### config.mk
export PLATFORM = sky130hd
export DESIGN_NAME = sm_divider
export DESIGN_NICKNAME = d
export VERILOG_FILES = /design/src/rtl/sm_div_pkg.sv /design/src/rtl/sm_div_addsub.sv /design/src/rtl/sm_div_ovf_chk.sv /design/src/rtl/sm_div_step.sv /design/src/rtl/sm_divider.sv
export SDC_FILE = /design/constraint.sdc
export NUM_CORES = 1
export LEC_CHECK = 0
export BUFFER_PORTS_ARGS = -buffer_cell sky130_fd_sc_hd__buf_4
export CORE_MARGIN = 3
export CORE_UTILIZATION = 49
export DETAILED_ROUTE_END_ITERATION = 7
export PLACE_DENSITY = 0.77
export SETUP_SLACK_MARGIN = 0.4
export SKIP_CTS_REPAIR_TIMING = 1
export SLEW_MARGIN = 20
export SYNTH_ARGS = -nofsm -noshare
export SYNTH_HDL_FRONTEND = slang
export SYNTH_SLANG_ARGS = --single-unit
### constraint.sdc
create_clock -name clk -period 10.3 [get_ports clk]
set_input_delay 1.03 -clock clk [delete_from_list [all_inputs] [get_ports clk]]
set_output_delay 1.03 -clock clk [all_outputs]
set_load 0.01 [all_outputs]
### src/rtl/sm_div_pkg.sv
// Shared definitions for the signed-magnitude divider.
// Assumes nothing beyond the types declared here.
package sm_div_pkg;

    // Controller phases: waiting, overflow trial, shift/op loop, remainder fix-up
    typedef enum logic [1:0] {
        ST_IDLE  = 2'd0,
        ST_CHECK = 2'd1,
        ST_RUN   = 2'd2,
        ST_FIX   = 2'd3
    } div_state_e;

endpackage

### src/rtl/sm_div_addsub.sv
// Ripple add/subtract of two WIDTH-bit words, modulo 2^WIDTH.
// When sub is high, b is inverted and a carry-in of one is applied, so sum = a - b.
// Assumes WIDTH >= 2. No carry out is produced.
module sm_div_addsub #(
    parameter int WIDTH = 8
) (
    input  logic [WIDTH-1:0] a,
    input  logic [WIDTH-1:0] b,
    input  logic             sub,
    output logic [WIDTH-1:0] sum
);

    logic [WIDTH-1:0] carry;

    // carry into bit 0 is the subtract select
    assign carry[0] = sub;

    for (genvar g = 0; g < WIDTH; g++) begin : g_bit
        logic b_eff;
        // conditional inversion of the second operand
        assign b_eff  = b[g] ^ sub;
        // sum bit of this cell
        assign sum[g] = a[g] ^ b_eff ^ carry[g];
        if (g < WIDTH - 1) begin : g_carry
            // carry into the next cell
            assign carry[g+1] = (a[g] & b_eff) | (carry[g] & (a[g] ^ b_eff));
        end
    end

endmodule

### src/rtl/sm_div_ovf_chk.sv
// Trial subtraction hi - dmag, keeping only the carry chain.
// The output is high when hi >= dmag, which means the quotient would not fit in MAG bits.
// A zero dmag always gives a high output.
// Assumes MAG >= 1.
module sm_div_ovf_chk #(
    parameter int MAG = 7
) (
    input  logic [MAG-1:0] hi,
    input  logic [MAG-1:0] dmag,
    output logic           ovf_hit
);

    logic [MAG:0] c;

    // subtract: carry-in of one, inverted divisor
    assign c[0] = 1'b1;

    for (genvar g = 0; g < MAG; g++) begin : g_cell
        logic nd;
        // one's complement of the divisor bit
        assign nd     = ~dmag[g];
        // carry propagate/generate
        assign c[g+1] = (hi[g] & nd) | (c[g] & (hi[g] ^ nd));
    end

    // carry out of the top cell is the overflow verdict
    assign ovf_hit = c[MAG];

endmodule

### src/rtl/sm_div_step.sv
// One non-restoring iteration, or the final remainder fix-up.
// Iteration (restore=0): shift {sa,bq} left by one, then subtract the divisor if
// the old sign bit sa[W-1] is 0 and add it if that bit is 1. The inverted result
// sign becomes the new quotient bit.
// Fix-up (restore=1): no shift; the divisor is added only when sa is negative.
// Assumes W >= 3 and that the partial remainder stays within [-dmag, dmag).
module sm_div_step #(
    parameter int W = 8
) (
    input  logic         restore,
    input  logic [W-1:0] sa,
    input  logic [W-2:0] bq,
    input  logic [W-2:0] dmag,
    output logic [W-1:0] sa_next,
    output logic [W-2:0] b_next
);

    localparam int M = W - 1;

    logic [W-1:0] opa;
    logic         do_sub;
    logic [W-1:0] sum;

    // first operand: shifted remainder in a step, unshifted during the fix-up
    assign opa    = restore ? sa : {sa[M-1:0], bq[M-1]};
    // subtract only in a step whose previous remainder was non-negative
    assign do_sub = !restore && !sa[M];

    sm_div_addsub #(.WIDTH(W)) u_addsub (
        .a   (opa),
        .b   ({1'b0, dmag}),
        .sub (do_sub),
        .sum (sum)
    );

    // new remainder and quotient register contents
    always_comb begin
        if (restore) begin
            sa_next = sa[M] ? sum : sa;
            b_next  = bq;
        end else begin
            sa_next = sum;
            b_next  = {bq[M-2:0], ~sum[M]};
        end
    end

endmodule

### src/rtl/sm_divider.sv
// Signed-magnitude sequential divider with an up-front overflow check.
// A start pulse in idle latches the operands. The next cycle makes the overflow trial.
// Without overflow there follow W-1 iterations and one fix-up cycle, and done then
// pulses with a registered quotient and remainder.
// Assumes W >= 3. start is ignored outside idle.
module sm_divider
    import sm_div_pkg::*;
#(
    parameter int W = 8
) (
    input  logic         clk,
    input  logic         rst_n,
    input  logic         start,
    input  logic         dvd_sign,
    input  logic [W-2:0] dvd_hi,
    input  logic [W-2:0] dvd_lo,
    input  logic [W-1:0] dvs,
    output logic [W-1:0] quo,
    output logic [W-1:0] rem,
    output logic         ovf,
    output logic         done
);

    localparam int M  = W - 1;
    localparam int CW = $clog2(M + 1);

    div_state_e    state;
    logic          sign_q;
    logic [W-1:0]  dvs_q;
    logic [W-1:0]  sa_q;
    logic [M-1:0]  b_q;
    logic [CW-1:0] cnt_q;

    logic          ovf_hit;
    logic [W-1:0]  sa_nx;
    logic [M-1:0]  b_nx;

    sm_div_ovf_chk #(.MAG(M)) u_ovf (
        .hi      (sa_q[M-1:0]),
        .dmag    (dvs_q[M-1:0]),
        .ovf_hit (ovf_hit)
    );

    sm_div_step #(.W(W)) u_step (
        .restore (state == ST_FIX),
        .sa      (sa_q),
        .bq      (b_q),
        .dmag    (dvs_q[M-1:0]),
        .sa_next (sa_nx),
        .b_next  (b_nx)
    );

    // sequencing, working registers and result registers
    always_ff @(posedge clk) begin
        if (!rst_n) begin
            state  <= ST_IDLE;
            sign_q <= 1'b0;
            dvs_q  <= '0;
            sa_q   <= '0;
            b_q    <= '0;
            cnt_q  <= '0;
            quo    <= '0;
            rem    <= '0;
            ovf    <= 1'b0;
            done   <= 1'b0;
        end else begin
            done <= 1'b0;
            case (state)
                ST_IDLE: begin
                    if (start) begin
                        sign_q <= dvd_sign;
                        dvs_q  <= dvs;
                        sa_q   <= {1'b0, dvd_hi};
                        b_q    <= dvd_lo;
                        cnt_q  <= '0;
                        state  <= ST_CHECK;
                    end
                end
                ST_CHECK: begin
                    if (ovf_hit) begin
                        ovf   <= 1'b1;
                        quo   <= '0;
                        rem   <= '0;
                        done  <= 1'b1;
                        state <= ST_IDLE;
                    end else begin
                        state <= ST_RUN;
                    end
                end
                ST_RUN: begin
                    sa_q  <= sa_nx;
                    b_q   <= b_nx;
                    cnt_q <= cnt_q + 1'b1;
                    if (cnt_q == CW'(M - 1)) begin
                        state <= ST_FIX;
                    end
                end
                ST_FIX: begin
                    sa_q  <= sa_nx;
                    quo   <= {sign_q ^ dvs_q[M], b_nx};
                    rem   <= {sign_q, sa_nx[M-1:0]};
                    ovf   <= 1'b0;
                    done  <= 1'b1;
                    state <= ST_IDLE;
                end
                default: state <= ST_IDLE;
            endcase
        end
    end

endmodule

; ---- After elaboration in Yosys (flattened, before gate mapping)
; Index checks and enable logic that the tools add are counted.
[classes]
addsub = 1
n_eq_ne = 7
n_mux = 21
n_bitwise = 80
n_reduce_logical = 13
[ops]
columns = cell, count
row1 = $pmux 8 s2, 3
row2 = $mux 8, 5
row3 = $xor 1x1->1, 31
row4 = $and 1x1->1, 27
row5 = $mux 7, 2
row6 = $or 1x1->1, 14
row7 = $pmux 7 s2, 1
row8 = $reduce_and 2->1, 5
row9 = $not 1->1, 8
row10 = $pmux 2 s4, 1
row11 = $mux 2, 3
row12 = $ne 2x2->1 const B, 3
row13 = $pmux 3 s2, 1
row14 = $reduce_bool 2->1, 3
row15 = $eq 2x2->1 const B, 2
row16 = $pmux 1 s2, 2
row17 = $add 3x1->3 const B, 1
row18 = $eq 3x3->1 const B, 1
row19 = $mux 3, 1
row20 = $eq 2x1->1 const B, 1
row21 = $logic_not 1->1, 2
row22 = $logic_not 2->1, 1
row23 = $mux 1, 2
row24 = $reduce_or 2->1, 1
row25 = $logic_and 1x1->1, 1
[totals]
reg_bits = 47
input_bits = 26
out_inout_bits = 18
word_cells = 132

; ---- Longest topological paths before layout
[depth]
ltp_word = 23
ltp_mapped = 16
ltp_nobuf = 14

; ---- Modules after synthesis
; A second synthesis with hierarchy kept.
[unflattened]
hier_cells = 280
area_unflattened_um2 = 2701.3
[by_module_without_submodules]
columns = mod, instances, cells_per_inst, area_per_inst_um2, seq_area_each_um2
row1 = sm_divider, 1, 199, 1943.1, 940.9
row2 = sm_div_step, 1, 31, 331.6, 0.0
row3 = sm_div_addsub, 1, 29, 279.0, 0.0
row4 = sm_div_ovf_chk, 1, 21, 147.6, 0.0

; ---- Worst setup path before layout
; Ideal clock, no wire load.
[synth_path]
kind = register -> register
from = register with a tool-made name
to = register with a tool-made name
setup_time_ps = 125
t_arrival_ps = 3672
t_required_ps = 10175
setup_slack_ps = 6503
path_stages_with_launch = 16
path_buffers = 2
synth_period_minus_slack_ps = 3797
path_cell_list = dfxtp_1 > buf_6 > buf_4 > a21oi_2 > xnor2_1 > fa_1 > fa_1 > fa_1 > fa_1 > inv_1 > fa_1 > fa_1 > xor2_1 > xnor2_1 > a222oi_1 > nor2b_1

==> metrics.yaml <==
floorplanning:
  ios: 44
  coreArea_um2: 4942
  die_w_um: 78.99
  dieArea_um2: 6239
  start_util_pct: 52.81
  row_count: 25
  dieHeight_um: 78.99
setup_path:
  crit_chain: "nand2_2, mux2_2, fa_1, fa_1, fa_1, fa_1, inv_1, fa_1, fa_1, xor2_1, xnor2_1, a222oi_1, nor2b_1"
  crit_path_end_kind: "register"
  cpMaxStageDelayCell: "dfxtp_1"
  crit_path_frequent_cell: "fa_1"
  crit_type: "reg -> reg"
  critical_path.top_delay_family: "adder cells"
  critPathBufInv: 1
  start_kind: "register"
  cp.required_ns: 10.49
  crit_arrival_ns: 4.56
  critPathMaxStageDelay_ns: 0.76
  path_max_fanout: 18
timing:
  fin_crit_sh_pct: 42.44
  finClkSkew_ns: 0.003948
  setup_violations: 0
  min_period_ns: 4.372
  slew_violations: 0
  fin_tns_setup_ns: 0
  slew_headroom_pct: 42.92
  rsz0062_at_grt: "false"
  hold_violations: 0
  fmax_mhz: 228.8
  whs_ns: 0.4851
  worst_pin_slew_ns: 0.8530
global_route:
  grt_max_degree: 29
  antenna_found_initial: 0
  grt-ovfl-total: 0
  grt_pass1_vias: 2112
  grt_pass1_wl_um: 10010
  grt_use_total_pct: 20.18
cts:
  h-tree-depth: 2
  cts.sinks: 47
  cts_tree: "yes"
  cts-root-buf: "clkbuf_8"
  path_clk_slew_ns: 0.09
  cts.path.max_buffers: 2
  cts_buffers: 5
  insertion_delay_ns: 0.30
logic_synthesis:
  synth_seq_area_share_pct: 36.05
  synth_edf_count: 0
  async_flop_share_pct: 0
  synth_ff_type: "dfxtp_1"
  synth.yosys.warnings: 0
  postSynthCellCount: 304
  synth_seq_cells: 47
  synth_cell_type_count: 48
  syn_nets: 344
  syn-cell-area_um2: 2610
  syn_area_per_cell_um2: 8.586
routing:
  drt_iter0_drc: 133
  viasPerCell: 5.536
  ant_nets: 0
  drt_wl_total_um: 5811
  first_pass_iters: 4
  post_drt_wl_per_cell_um: 14.35
  drc: 0
  via_count: 2242
final_layout:
  fillers: 474
  layout-drive-gt1-share_pct: 20.41
  area_delta_synth_final_pct: 16.11
  utilization_pct: 61.32
  num-nets-final: 377
  fin_area_um2: 3030
  num_antenna_cells: 0
placement:
  numPortBuffers: 43
  place_area_um2: 2918
  dp_hpwl_um: 4224
  gp_congestion: 0.9098
hold_path:
  hold_path.class: "reg -> reg"
pwr:
  p_per_area_nw_per_um2: 176.2
  max-vdd-ir-drop_uv: 107.6
  leakagePower_nw: 1.311
  finalPower_uw: 533.8
run:
  drv_cap: 0
status:
  outcome: "finished clean"
## synth_stat cells (4+ instances only)
cell      number  share of area, %
dfxtp_1       47                36
and3_1         5               1.2
clkbuf_1       4              0.58
nand2_1       44               6.3
mux2_2         9               3.9
a22oi_1       10               2.9
o21ai_0       21               4.0
buf_4          5               1.4
a21oi_1       27               5.2
nor2_1        30               4.3
fa_1           6               4.6
xnor2_1        9               3.0
buf_2          6               1.2
a211oi_1       4               1.2
a311oi_1       7               2.3
inv_1         11               1.6
ha_1           8               3.8
mux2i_1       12               4.6
## final timing paths
kind,from,endpoint,slack [ns],depth (start not counted)
worst max-delay path,register,register,5.93,13
worst min-delay path,quo[3]$_SDFFE_PN0P_,quo[3]$_SDFFE_PN0P_,0.49,2
worst max register to register,register,register,5.93,13
worst min register to register,quo[3]$_SDFFE_PN0P_,quo[3]$_SDFFE_PN0P_,0.49,2
## per-layer routing
layer | part of all wire [%] | vias up | global-route usage, %
met5 | 0 | - | 0
met4 | 1.4 | 0 | 6.701
met3 | 6.7 | 9 | 4.082
met2 | 44 | 69 | 29.38
met1 | 48 | 1036 | 29.69
li1 | - | 1128 | -
## logic make-up (layout without fill, tap and decap cells)
kind of cell    count (synthesis)  count (layout)  synth area share (%)
compound gates                 83              83                 20.28
xor+xnor                       12              12                 4.027
fa+ha+maj                      14              14                 8.438
buf+inv                        30              64                 5.656
flops                          47              47                 36.05
mux                            21              21                 8.485
simple gates                   97              97                 17.07
## through the flow
stage | instances | worst slack (ns)
after floorplan | 304 | 6.503
after detailed placement | 397 | 5.950
after global routing | 405 | 5.594
final | 405 | 5.929
after CTS | 405 | 5.933
after global placement | 397 | 6.083
## power by group
group          switching, mW  internal [mW]  total, mW
Combinational         0.0974         0.0797      0.177
Clock                 0.0633         0.0723      0.136
Sequential            0.0233          0.198      0.221
## placed cells by master, fill, tap and decap left out, types with 2 or more instances in the layout
master	count
nand2b_1	3
a311oi_1	7
nand2_1	44
fa_1	6
xnor2_1	9
a221oi_1	2
inv_1	11
nor2_4	2
nor3_1	2
mux2_2	9
nor2_1	30
and3_1	5
buf_4	43
o21ai_0	20
a211oi_1	4
a21oi_1	27
xor2_1	3
mux2i_1	12
dfxtp_1	47
a22oi_1	10
nor2b_1	2
clkbuf_8	5
a21o_1	2
ha_1	8
## worst min-delay path: cells and delay by family (launching register included)
family           cells  cell delay, ns
flip-flops           1            0.33
AO/OA/AOI/OAI        1            0.06
AND/OR/NAND/NOR      1            0.05
## sequential cells by signal, indices dropped and copies added, names as in the netlist, named ones only
name    flops
b_q         6
cnt_q       3
done        1
dvs_q       8
ovf         1
quo         8
rem         8
sa_q        8
sign_q      1
state       1
## cell type report
type | count | area, µm² | share of cell area [%]
clock inverter | 3 | 43.79 | 1.445
timing repair buffer | 43 | 322.8 | 10.65
multi-input combinational | 227 | 1521 | 50.21
clock buffer | 5 | 68.82 | 2.271
inverter | 13 | 48.80 | 1.610
tap | 67 | 83.83 | 2.766
sequential | 47 | 940.9 | 31.05
Note: power is estimated with default switching activity, not from simulation.
